**src/rtl/epd_win_pkg.sv**
```systemverilog
package epd_win_pkg;
  localparam int CW = 16;

  localparam logic [7:0] CMD_ENTRY   = 8'h11;
  localparam logic [7:0] ENTRY_XI_YD = 8'h01;
  localparam logic [7:0] CMD_XWIN    = 8'h44;
  localparam logic [7:0] CMD_YWIN    = 8'h45;
  localparam logic [7:0] CMD_XCNT    = 8'h4E;
  localparam logic [7:0] CMD_YCNT    = 8'h4F;
  localparam logic [7:0] CMD_WR_NEW  = 8'h24;
  localparam logic [7:0] CMD_WR_OLD  = 8'h26;

  localparam int BASE_LEN = 18;

  typedef struct packed {
    logic [CW-1:0] xs;
    logic [CW-1:0] xe;
    logic [CW-1:0] ys;
    logic [CW-1:0] ye;
  } win_t;

  typedef enum logic [0:0] {ST_IDLE, ST_EMIT} seq_st_t;
endpackage

```
**src/rtl/epd_win_calc.sv**
```systemverilog
module epd_win_calc
  import epd_win_pkg::*;
#(
  parameter int PANEL_W = 800,
  parameter int PANEL_H = 480,
  parameter int XW = 10,
  parameter int YW = 9,
  parameter int PW = 16
) (
  input  logic [XW-1:0] x,
  input  logic [XW-1:0] w,
  input  logic [YW-1:0] y,
  input  logic [YW-1:0] h,
  output win_t          win,
  output logic          ok,
  output logic [PW-1:0] payload
);
  logic [CW-1:0] x16, w16, y16, h16, xsum, ysum, yrev;
  logic aligned, nonempty, fits;

  always_comb begin
    x16      = CW'(x);
    w16      = CW'(w);
    y16      = CW'(y);
    h16      = CW'(h);
    xsum     = x16 + w16;
    ysum     = y16 + h16;
    aligned  = (x[2:0] == 3'b000) && (w[2:0] == 3'b000);
    nonempty = (w16 != '0) && (h16 != '0);
    fits     = (xsum <= CW'(PANEL_W)) && (ysum <= CW'(PANEL_H));
    ok       = aligned && nonempty && fits;
    // mirrored row origin: gates scan from the bottom edge
    yrev     = CW'(PANEL_H) - ysum;
    win.xs   = x16;
    win.xe   = xsum - CW'(1);
    win.ys   = yrev + h16 - CW'(1);
    win.ye   = yrev;
    payload  = PW'((w16 >> 3) * h16);
  end
endmodule

```
**src/rtl/epd_win_bytes.sv**
```systemverilog
module epd_win_bytes
  import epd_win_pkg::*;
#(
  parameter int IW = 5
) (
  input  logic [IW-1:0] idx,
  input  win_t          win,
  input  logic          wr_prev,
  output logic [7:0]    obyte,
  output logic          ocmd
);
  always_comb begin
    obyte = 8'h00;
    ocmd  = 1'b0;
    case (idx)
      IW'(0):  begin obyte = CMD_ENTRY; ocmd = 1'b1; end
      IW'(1):  obyte = ENTRY_XI_YD;
      IW'(2):  begin obyte = CMD_XWIN; ocmd = 1'b1; end
      IW'(3):  obyte = win.xs[7:0];
      IW'(4):  obyte = win.xs[15:8];
      IW'(5):  obyte = win.xe[7:0];
      IW'(6):  obyte = win.xe[15:8];
      IW'(7):  begin obyte = CMD_YWIN; ocmd = 1'b1; end
      IW'(8):  obyte = win.ys[7:0];
      IW'(9):  obyte = win.ys[15:8];
      IW'(10): obyte = win.ye[7:0];
      IW'(11): obyte = win.ye[15:8];
      IW'(12): begin obyte = CMD_XCNT; ocmd = 1'b1; end
      IW'(13): obyte = win.xs[7:0];
      IW'(14): obyte = win.xs[15:8];
      IW'(15): begin obyte = CMD_YCNT; ocmd = 1'b1; end
      IW'(16): obyte = win.ys[7:0];
      IW'(17): obyte = win.ys[15:8];
      IW'(18): begin obyte = wr_prev ? CMD_WR_OLD : CMD_WR_NEW; ocmd = 1'b1; end
      default: begin obyte = 8'h00; ocmd = 1'b0; end
    endcase
  end
endmodule

```
**src/rtl/epd_win_seq.sv**
```systemverilog
module epd_win_seq
  import epd_win_pkg::*;
#(
  parameter int PANEL_W = 800,
  parameter int PANEL_H = 480,
  localparam int XW = $clog2(PANEL_W + 1),
  localparam int YW = $clog2(PANEL_H + 1),
  localparam int PW = $clog2(PANEL_W * PANEL_H / 8 + 1)
) (
  input  logic          clk,
  input  logic          rst_n,
  input  logic          start,
  input  logic [XW-1:0] rect_x,
  input  logic [YW-1:0] rect_y,
  input  logic [XW-1:0] rect_w,
  input  logic [YW-1:0] rect_h,
  input  logic          wr_append,
  input  logic          wr_prev,
  output logic          out_valid,
  input  logic          out_ready,
  output logic [7:0]    out_byte,
  output logic          out_is_cmd,
  output logic          done,
  output logic          err,
  output logic [PW-1:0] payload_bytes
);
  localparam int IW = $clog2(BASE_LEN + 2);

  seq_st_t       st_q, st_d;
  logic [IW-1:0] idx_q, idx_d, last_idx;
  win_t          win_c, win_q;
  logic          ok_c, load_en, fire;
  logic [PW-1:0] pay_c, pay_q;
  logic          app_q, prev_q;
  logic          done_q, done_d, err_q, err_d;

  epd_win_calc #(
    .PANEL_W(PANEL_W), .PANEL_H(PANEL_H), .XW(XW), .YW(YW), .PW(PW)
  ) u_calc (
    .x(rect_x), .w(rect_w), .y(rect_y), .h(rect_h),
    .win(win_c), .ok(ok_c), .payload(pay_c)
  );

  epd_win_bytes #(.IW(IW)) u_bytes (
    .idx(idx_q), .win(win_q), .wr_prev(prev_q),
    .obyte(out_byte), .ocmd(out_is_cmd)
  );

  always_comb begin
    st_d     = st_q;
    idx_d    = idx_q;
    done_d   = 1'b0;
    err_d    = 1'b0;
    load_en  = 1'b0;
    last_idx = app_q ? IW'(BASE_LEN) : IW'(BASE_LEN - 1);
    fire     = (st_q == ST_EMIT) && out_ready;
    case (st_q)
      ST_IDLE: begin
        if (start) begin
          if (ok_c) begin
            load_en = 1'b1;
            st_d    = ST_EMIT;
            idx_d   = '0;
          end else begin
            err_d = 1'b1;
          end
        end
      end
      ST_EMIT: begin
        if (fire) begin
          if (idx_q == last_idx) begin
            st_d   = ST_IDLE;
            done_d = 1'b1;
          end else begin
            idx_d = idx_q + IW'(1);
          end
        end
      end
      default: st_d = ST_IDLE;
    endcase
  end

  always_ff @(posedge clk or negedge rst_n) begin
    if (!rst_n) begin
      st_q   <= ST_IDLE;
      idx_q  <= '0;
      done_q <= 1'b0;
      err_q  <= 1'b0;
    end else begin
      st_q   <= st_d;
      idx_q  <= idx_d;
      done_q <= done_d;
      err_q  <= err_d;
    end
  end

  always_ff @(posedge clk or negedge rst_n) begin
    if (!rst_n) begin
      win_q  <= '0;
      pay_q  <= '0;
      app_q  <= 1'b0;
      prev_q <= 1'b0;
    end else if (load_en) begin
      win_q  <= win_c;
      pay_q  <= pay_c;
      app_q  <= wr_append;
      prev_q <= wr_prev;
    end
  end

  assign out_valid     = (st_q == ST_EMIT);
  assign done          = done_q;
  assign err           = err_q;
  assign payload_bytes = pay_q;
endmodule

```
**config.mk**
```make
export PLATFORM = sky130hd
export DESIGN_NAME = epd_win_seq
export DESIGN_NICKNAME = d
export VERILOG_FILES = /design/src/rtl/epd_win_pkg.sv /design/src/rtl/epd_win_calc.sv /design/src/rtl/epd_win_bytes.sv /design/src/rtl/epd_win_seq.sv
export SDC_FILE = /design/constraint.sdc
export NUM_CORES = 1
export LEC_CHECK = 0
export BUFFER_PORTS_ARGS = -buffer_cell sky130_fd_sc_hd__buf_2
export CORE_MARGIN = 10
export CORE_UTILIZATION = 40
export CTS_CLUSTER_SIZE = 20
export DETAILED_ROUTE_END_ITERATION = 10
export HOLD_SLACK_MARGIN = 0.02
export SYNTH_ARGS = -nofsm -noshare
export SYNTH_HDL_FRONTEND = slang
export SYNTH_HIERARCHICAL = 1
export SYNTH_SLANG_ARGS = --single-unit
export TNS_END_PERCENT = 5
```
**constraint.sdc**
```tcl
create_clock -name clk -period 2.05 [get_ports clk]
set_clock_uncertainty 0.15 [all_clocks]
set_input_delay 0.1025 -clock clk [delete_from_list [all_inputs] [get_ports clk]]
set_output_delay 0.1025 -clock clk [all_outputs]
set_load 0.02 [all_outputs]
```
==> metrics, run 1 <==
Final setup viols 97; Total GRT Usage 17.0%; Worst path max stage delay 0.57 ns; Peak VDD IR 0.714 mV; Hold Path Origin rect_h[0]; mux contribution to synthesized area 12.9%; Die W 164 um; Die Footprint 0.0270 mm2; Root Driver clkbuf_16; Setup Crit Path Kind input pin to register; pin count of the biggest net entering global routing 45; total gr overflow 0; CP max stage cell fa_1; port buffer count 71; synthesized area per cell 9.99 um2; status complete, but fails checks; Post-Syn Instances 833; Final Power 9.99 mW; Final ANT Viol Nets 0; final setup margin -1.91 ns; WHS 0.0909 ns; max-slew violation count 0; Yosys reg bits 90; final net count 1241; H-tree depth 3; CP Launch Type input pin; FMAX 252 MHz; compound-cell area share of the yosys netlist 11.6%; share of layout cells above drive strength 1 45.0%; violated checks negative setup slack; pre-CTS setup slack -2.32 ns; vias in the first global route 7312; CP max FO 6; Yosys cell types 85; R2R Path End idx_q[2]; area share of and/or/nand/nor cells after synthesis 14.8%; LEAKAGE 5.78 nW; Synth Area in Adders 20.2%; core box area 0.0204 mm2; commonest non-fill, non-tap cells in the layout buf_4 (192), dfrtp_1 (86), inv_1 (72); Tcrit/Tclk final 193%; setup TNS -104.74 ns; Post-synth ARST share 100%; std cell rows 52; WL/cell 16.7 um; crit-path most repeated cell fa_1; gpl congestion 0.889; Ys Warns 6; clk_lat worst skew 0.35 ns; Slew @ Worst Pin 0.561 ns; FF-to-FF Start idx_q[1]; Hold Vio Cnt, Final 0; DRT Pass-1 Iters 4; Slew HR 62.6%; CP arrival 4.05 ns; Detailed Place HPWL 17.6 mm; R2R setup slack 0.26 ns; number of synthesized flops with an enable pin 0; routed vias/inst 4.99; Total Wirelength 22.7 mm; CTS Buf Count 9; PwrDens 878 mW/mm2; DRT iter0 DRCs 353; Post-Layout Inst Area 0.0114 mm2; # clock sinks 90; Cell Area, Placed 0.0103 mm2; worst min path class input pin to register; commonest non-fill, non-tap cell in the layout buf_4; register area share after synthesis 27.1%; ys flop type dfrtp_1; CTS tree done; first-pass GRT wire length 36.9 mm; CP endpoint kind register; max cap viols 0; Starting Density 40.8%; Final min period 3.96 ns; DR vias 6786; hold path cells 4; post-synthesis cell area 0.00832 mm2; die height 164 um; XOR/XNOR Fraction of Synth Area 5.34%; I/O Pins 72; RSZ-0062 raised after global routing yes; sink of the worst hold path win_q[16]; critical path cell sequence buf_6 -> and2_4 -> fa_1 -> fa_1 -> fa_1 -> inv_2 -> fa_2 -> inv_2 -> ha_4 -> a21o_1 -> a21o_1 -> a211o_1 -> a21oi_2 -> o31ai_1 -> a21oi_1 -> xnor2_1 -> mux2_4; Area growth, synth to finish 36.8%; Residual DRC 0; clock slew at reported path FFs 0.07 ns; R2R cell count 5; largest family of logic cells by synthesized area adder cells; initial antenna violation count 1; worst-case clock buffer depth 2; CP required 2.14 ns
## kinds of logic after synthesis
group	count (synthesis)
XOR/XNOR	49
buffers and inverters	139
flip-flops	90
adder cells (fa/ha/maj)	112
multiplexers	92
AND/OR/NAND/NOR	215
AO/OA/AOI/OAI	135
other	1
## synth_stat cells (13+ instances only)
cell / instances / area share (%)
a21oi_1: 30 / 1.8
o21ai_1: 13 / 0.78
fa_1: 37 / 8.9
a22oi_1: 13 / 1.2
xor2_1: 24 / 2.5
mux2_2: 72 / 9.7
nand3_1: 16 / 0.96
inv_1: 85 / 3.8
buf_4: 28 / 2.5
nor2_1: 38 / 1.7
and2_1: 58 / 4.4
dfrtp_1: 90 / 27
xnor2_1: 23 / 2.4
nand2_1: 26 / 1.2
ha_1: 75 / 11
## per-stage QoR
stage	std cells	util (%)
finish	1360	55.9
global route	1359	55.9
CTS	1356	53.8
detailed placement	1325	50.6
global placement	1325	50.6
floorplan	838	-
## power breakdown
part	switching (mW)	total (mW)	internal [mW]
Sequential	0.162	2.15	1.99
Combinational	3.03	6.26	3.24
Clock	0.748	1.57	0.825
Total	3.94	9.99	6.05
## state kept, by name (all words and copies together) (netlist names)
register,count
err,1
app_q,1
idx_q,5
payload_bytes,16
win_q,64
prev_q,1
done,1
out_valid,1
## critical path, delay by kind of cell
family	cells	cell delay, ns
AO/OA/AOI/OAI	6	1.01
XOR/XNOR	1	0.09
adder cells (fa/ha/maj)	5	2.23
buffers and inverters	3	0.20
multiplexers	1	0.26
AND/OR/NAND/NOR	1	0.15
## cell type report
cell class	instances	area, um2
fill	1794	8980
antenna	1	2.50
clock buffer	10	229
timing repair buffer	288	2200
clock inverter	5	40.0
inverter	87	328
tap	270	338
multi-input combinational	609	5990
sequential	90	2260
## routing by layer
layer  up-vias  wire [um]  global-route usage, %
met3        22        947                   3.50
met2       117      11300                   28.9
met4         0        450                   4.75
li1       3373          -                      -
met5         -          0                      0
met1      3274       9970                   21.3
## worst max path at each step
stage	slack, ns	end	startpoint	cells past startpoint
floorplan	-2.01	payload_bytes[15]	rect_w[4]	16
global placement	-2.26	payload_bytes[15]	rect_w[6]	17
detailed placement	-2.32	payload_bytes[14]	rect_w[4]	18
CTS	-1.87	payload_bytes[15]	rect_w[7]	17
global route	-2.07	payload_bytes[15]	rect_w[9]	17
finish	-1.91	payload_bytes[15]	rect_h[4]	17
## what timing repair did
item,4_1_cts,5_1_grt
gates resized for setup,59,82
pin swaps,29,43
endpoints found under the hold margin,60,0
setup buffers,1,3
cloned,0,0
hold buffers,15,0
setup endpoints to repair,98,98
Power figures use the tool's default switching activity.
==> run 2: changes to the inputs <==
--- a/config.mk
+++ b/config.mk
@@ -13,6 +13,5 @@
 export HOLD_SLACK_MARGIN = 0.02
 export SYNTH_ARGS = -nofsm -noshare
 export SYNTH_HDL_FRONTEND = slang
-export SYNTH_HIERARCHICAL = 1
 export SYNTH_SLANG_ARGS = --single-unit
 export TNS_END_PERCENT = 5
==> run 2 against run 1 <==
  * The run still ends with negative setup slack left
  * Synthesized area shrank 3.3%
  * First-iteration DRC count rose by 13%
  * Cell count rose by 7.6%
  * Worst hold slack worse by 0.032 ns
  * Clock power up 5%
  * Largest power group unchanged
  * Sequential share of layout area is 1.7 points lower
  * Fmax fell by 1.9%
  * Synthesized cell count rose by 4.2%
  * Clock-buffer cell count did not move
  * Core utilization is 3.4 points higher
  * Setup slack worse by 0.079 ns
==> metrics, run 2 <==
Total GRT Usage 18.0% (+1.0 points); Final Power 9.77 mW (-2.2%); CP endpoint kind register; R2R Path End idx_q[2]; initial antenna violation count 0 (-1); clk_lat worst skew 0.34 ns (about the same); Detailed Place HPWL 18.8 mm (+6.9%); CP max stage cell fa_1; die height 162 um (-1.5%); share of layout cells above drive strength 1 39.9% (-5.1 points); Hold Vio Cnt, Final 0 (unchanged); R2R cell count 9 (+4); commonest non-fill, non-tap cell in the layout buf_4; port buffer count 71 (unchanged); Area growth, synth to finish 44.5%; leading area contributor after synthesis dfrtp_1; Die W 162 um (-1.5%); Yosys cell types 69 (-19%); setup TNS -104.02 ns (+0.723 ns); Area contributors post-synth dfrtp_1 (26%), ha_1 (13%), fa_1 (9.2%), mux2_2 (5.2%), inv_1 (4.8%); max reg flops 58 (-9.4%); filler instances 1747 (-2.6%); FF/Latch Area 0.00210 mm2 (-6.9%); R2R setup slack -0.15 ns (-0.41 ns); clock slew at reported path FFs 0.07 ns (about the same); CTS tree done; H-tree depth 3 (unchanged); CP arrival 4.13 ns (+0.08 ns); final net count 1359 (+9.5%); critical path cell sequence buf_6 -> and2_4 -> fa_1 -> fa_1 -> fa_1 -> inv_1 -> fa_1 -> inv_2 -> ha_4 -> a21o_1 -> a31o_4 -> a41oi_2 -> a21oi_2 -> or4_1 -> and4b_1 -> mux2_4; WL/cell 15.9 um (-4.9%); FF-to-FF Start idx_q[0]; register area share after synthesis 26.1% (-0.93 points); CTS Buf Count 9 (unchanged); Final ANT Viol Nets 0 (unchanged); Post-synth ARST share 100% (unchanged); post-synthesis cell area 0.00804 mm2 (-3.3%); Worst path max stage delay 0.56 ns (about the same); DR vias 7467 (+10%); Final setup viols 92 (-5.2%); number of synthesized flops with an enable pin 0 (unchanged); Synth top cells by count inv_1 (102), dfrtp_1 (84), ha_1 (83); LEAKAGE 5.91 nW (+2.3%); Biggest register win_q; max-slew violation count 0 (unchanged); first-pass GRT wire length 38.8 mm (+5.1%); DRT Pass-1 Iters 5 (+1); Setup Crit Path Kind input pin to register; share of the synthesized area in the top cell type 26.1% (-0.93 points); Tcrit/Tclk final 197% (+3.8 points); CP max FO 6 (unchanged); std cell rows 51 (-1.9%); Residual DRC 0 (unchanged); Multi-input gate area 0.00589 mm2 (-1.6%); final setup margin -1.99 ns (-0.0787 ns); CP required 2.13 ns (about the same); Top delay family on crit path adder cells; Yosys reg bits 84 (-6.7%); max cap viols 0 (unchanged); pre-CTS setup slack -2.52 ns (-0.206 ns); Peak VDD IR 0.491 mV (-31%); I/O Pins 72 (unchanged); status complete, but fails checks; antenna cells 0 (-1); Total Wirelength 23.2 mm (+2.4%); CP Launch Type input pin; violated checks negative setup slack; ys flop type dfrtp_1; pin count of the biggest net entering global routing 45 (unchanged); Final min period 4.04 ns (+0.0787 ns); Root Driver clkbuf_16; CP bufs+invs 3 (unchanged); most common cell in the netlist inv_1; Slew HR 51.6% (-11 points); gpl congestion 0.888 (about the same); Starting Density 41.0% (+0.20 points); Synthesized Nets 1032; core box area 0.0196 mm2 (-3.8%); PwrDens 841 mW/mm2 (-4.2%); routed vias/inst 5.10 (+2.2%); Ys Warns 0 (-6); crit-path most repeated cell fa_1; total gr overflow 0 (unchanged); worst min path class input pin to async pin; commonest non-fill, non-tap cells in the layout buf_4 (247), inv_1 (96), dfrtp_1 (84); worst-case clock buffer depth 2 (unchanged); RSZ-0062 raised after global routing yes; Die Footprint 0.0262 mm2 (-2.9%); Slew @ Worst Pin 0.716 ns (+0.155 ns); Post-Syn Instances 868 (+4.2%); vias in the first global route 7704 (+5.4%); DRT iter0 DRCs 400 (+13%); synthesized area per cell 9.26 um2 (-7.2%); FMAX 247 MHz (-1.9%); # clock sinks 84 (-6.7%)
[run 2: cell type report]
cell class / count / area share (%)
Multi-Input combinational cell: 654 / 50.7
Timing Repair Buffer: 344 / 22.5
Sequential cell: 84 / 18.1
Inverter: 102 / 3.30
Tap cell: 265 / 2.85
Clock buffer: 10 / 1.97
Clock inverter: 5 / 0.539
[run 2: per-layer routing]
layer  track usage [%]  share of wire, %
met5                 0                 0
met2              30.4                49
met1              23.8                46
met4              4.38               1.0
met3              2.33               4.3
[run 2: cell families after synthesis]
group | share of synthesized area [%]
DFF | 26.1
and+or+nand+nor | 16.3
xor gates and xnor gates | 5.32
AOI/OAI and AO/OA | 16.1
buffers and inverters | 6.55
muxes | 7.27
adders and majority gates | 22.3
[run 2: timing repair]
action,4_1_cts,5_1_grt
endpoints found under the setup margin,92,92
gates cloned,0,0
resized for setup,114,16
hold buffers,12,0
buffers inserted,15,2
pin swaps,45,13
hold endpoints to repair,96,0
[run 2: how the worst max path moves through the flow]
stage	slack, ns	to	from	depth (start not counted)
after floorplan	-2.31	payload_bytes[15]	rect_w[4]	16
after global placement	-2.45	payload_bytes[14]	rect_h[2]	17
after detailed placement	-2.52	payload_bytes[14]	rect_h[2]	17
after CTS	-2.01	payload_bytes[15]	rect_h[6]	16
after global routing	-2.11	payload_bytes[15]	rect_w[4]	16
final	-1.99	payload_bytes[15]	rect_h[3]	16
[run 2: through the flow]
step	cells	util, %	hold slack (ns)	cell area, um2
2_1_floorplan	868	-	-0.343	8240
3_3_place_gp	1420	54.1	-0.112	10600
3_5_place_dp	1420	54.1	-0.113	10600
4_1_cts	1462	58.9	0.0578	11500
5_1_grt	1464	59.3	0.0778	11600
6_report	1464	59.3	0.0588	11600
[run 2: report_power, final]
group          internal [mW]  switching, mW
clock network          0.945          0.706
logic                   3.26           2.84
registers               1.86          0.163
==> run 3: changes to the inputs <==
--- a/config.mk
+++ b/config.mk
@@ -11,6 +11,7 @@
 export CTS_CLUSTER_SIZE = 20
 export DETAILED_ROUTE_END_ITERATION = 10
 export HOLD_SLACK_MARGIN = 0.02
+export SETUP_SLACK_MARGIN = 0.15
 export SYNTH_ARGS = -nofsm -noshare
 export SYNTH_HDL_FRONTEND = slang
 export SYNTH_SLANG_ARGS = --single-unit
==> run 3 against run 2 <==
  * The run still ends with negative setup slack left
  * Sequential power hardly changed
  * Clock power hardly changed
  * Setup slack hardly changed
==> metrics, run 3 (synthesis gave the netlist of run 2 again) <==
status complete, but fails checks; violated checks negative setup slack; initial antenna violation count 0 (unchanged); CP Launch Type input pin; routed vias/inst 5.12 (+0.33%); FF/Latch Area 0.00210 mm2 (unchanged); switching share of power 38.0% (about the same); Peak VDD IR 0.491 mV (about the same); LEAKAGE 5.91 nW (about the same); clock slew at reported path FFs 0.07 ns (about the same); Root Driver clkbuf_16; PwrDens 841 mW/mm2 (about the same); pre-CTS setup slack -2.52 ns (unchanged); first-pass GRT wire length 38.8 mm (about the same); Tcrit/Tclk final 197% (about the same); Biggest register win_q; port buffer count 71 (unchanged); setup TNS -104.00 ns (+0.0230 ns); Die Footprint 0.0262 mm2 (unchanged); Final min period 4.04 ns (+0.000490 ns); die height 162 um (unchanged); final core utilization 59.4% (about the same); worst min path class input pin to async pin; Cell Int Power 6.06 mW (about the same); CP required 2.13 ns (about the same); share of layout cells above drive strength 1 40.0% (+0.17 points); final net count 1359 (unchanged); std cell rows 51 (unchanged); Slew @ Worst Pin 0.715 ns (-0.00119 ns); commonest non-fill, non-tap cells in the layout buf_4 (245), inv_1 (95), dfrtp_1 (84); Total Wirelength 23.2 mm (-0.20%); max reg flops 58 (unchanged); Setup Crit Path Kind input pin to register; CP max FO 6 (unchanged); max-slew violation count 0 (unchanged); Final setup viols 92 (unchanged); I/O Pins 72 (unchanged); Total GRT Usage 18.0% (about the same); filler instances 1744 (-0.17%); Residual DRC 0 (unchanged); final setup margin -1.99 ns (-0.000490 ns); Detailed Place HPWL 18.8 mm (unchanged); H-tree depth 3 (unchanged); Hold Vio Cnt, Final 0 (unchanged); Cell Area, Placed 0.0106 mm2 (unchanged); R2R setup slack -0.14 ns (about the same); CP arrival 4.13 ns (about the same); Logic pwr share 62.4% (about the same); core box area 0.0196 mm2 (unchanged); commonest non-fill, non-tap cell in the layout buf_4; # clock sinks 84 (unchanged); clk_lat worst skew 0.34 ns (about the same); gpl congestion 0.888 (unchanged); DRT iter0 DRCs 437 (+9.3%); Multi-input gate area 0.00590 mm2 (about the same); Die W 162 um (unchanged); max cap viols 0 (unchanged); RSZ-0062 raised after global routing yes; Slew HR 51.7% (+0.080 points); antenna cells 0 (unchanged); CP endpoint kind register; WL/cell 15.8 um (-0.20%); FMAX 247 MHz (about the same); Seq pwr share 20.7% (about the same); Psw 3.71 mW (about the same); total gr overflow 0 (unchanged); Final ANT Viol Nets 0 (unchanged); Post-Layout Inst Area 0.0116 mm2 (about the same); pin count of the biggest net entering global routing 45 (unchanged); FF-to-FF Start idx_q[0]; DRT Pass-1 Iters 5 (unchanged); CTS Buf Count 9 (unchanged); R2R cell count 9 (unchanged); R2R Path End idx_q[2]; Final Power 9.77 mW (about the same); vias in the first global route 7704 (unchanged); Area growth, synth to finish 44.6% (about the same); DR vias 7492 (+0.33%); worst-case clock buffer depth 2 (unchanged); CTS tree done; Clock power frac 16.9% (about the same); Starting Density 41.0% (unchanged)
-- run 3: cell count changes in the layout (fill, tap and decap cells not counted) --
| cell | before | now |
|---|---|---|
| buf_4 | 247 | 245 |
| buf_6 | 21 | 23 |
| nor2_1 | 23 | 22 |
| inv_1 | 96 | 95 |
| inv_2 | 6 | 7 |
| nor2_2 | 2 | 3 |
-- run 3: final cells by class --
cell class	instances	area share [%]
multi-input cells	654	50.7
inverters	102	3.29
flip-flops and latches	84	18.1
repair buffers	344	22.6
clock inverters	5	0.538
well taps	265	2.85
clock buffers	10	1.97
-- run 3: timing repair --
action | in CTS | in global routing
endpoints found under the hold margin | 96 | 0
endpoints found under the setup margin | 92 | 93
gates resized for setup | 114 | 20
pin swaps | 45 | 15
hold buffers | 12 | 0
buffers inserted | 15 | 2
-- run 3: how the worst max path moves through the flow --
stage,start,to,depth (start not counted)
after CTS,rect_h[6],payload_bytes[15],16
after floorplan,rect_w[4],payload_bytes[15],16
final,rect_h[3],payload_bytes[15],16
after detailed placement,rect_h[2],payload_bytes[14],17
after global routing,rect_w[4],payload_bytes[15],16
after global placement,rect_h[2],payload_bytes[14],17
-- run 3: metrics by stage --
stage          cells  hold slack (ns)
2_1_floorplan    868           -0.343
3_3_place_gp    1420           -0.112
3_5_place_dp    1420           -0.113
4_1_cts         1462           0.0578
5_1_grt         1464           0.0778
6_report        1464           0.0577
-- run 3: power by group through the flow --
| stage | clock [mW] | combinational, mW | sequential [mW] |
|---|---|---|---|
| after floorplan | 0 | 3.22 | 2.03 |
| after global placement | 0 | 5.37 | 2.04 |
| after detailed placement | 0 | 5.45 | 2.04 |
| after CTS | 1.67 | 6.00 | 2.01 |
| after global routing | 1.74 | 6.77 | 2.04 |
| final | 1.65 | 6.10 | 2.02 |
-- run 3: layer usage --
metal	vias to the layer above	wire length, um	global-route usage (%)
li1	3720	-	-
met2	166	11200	30.5
met5	-	0	0
met3	23	1110	2.33
met4	0	314	4.38
met1	3583	10600	23.9
-- run 3: worst max-delay path, stage by stage --
cell	delay, ns
buf_6	0.11
and2_4	0.16
fa_1	0.56
fa_1	0.44
fa_1	0.52
inv_1	0.05
fa_1	0.49
inv_2	0.05
ha_4	0.21
a21o_1	0.16
a31o_4	0.21
a41oi_2	0.16
a21oi_2	0.09
or4_1	0.39
and4b_1	0.18
mux2_4	0.25
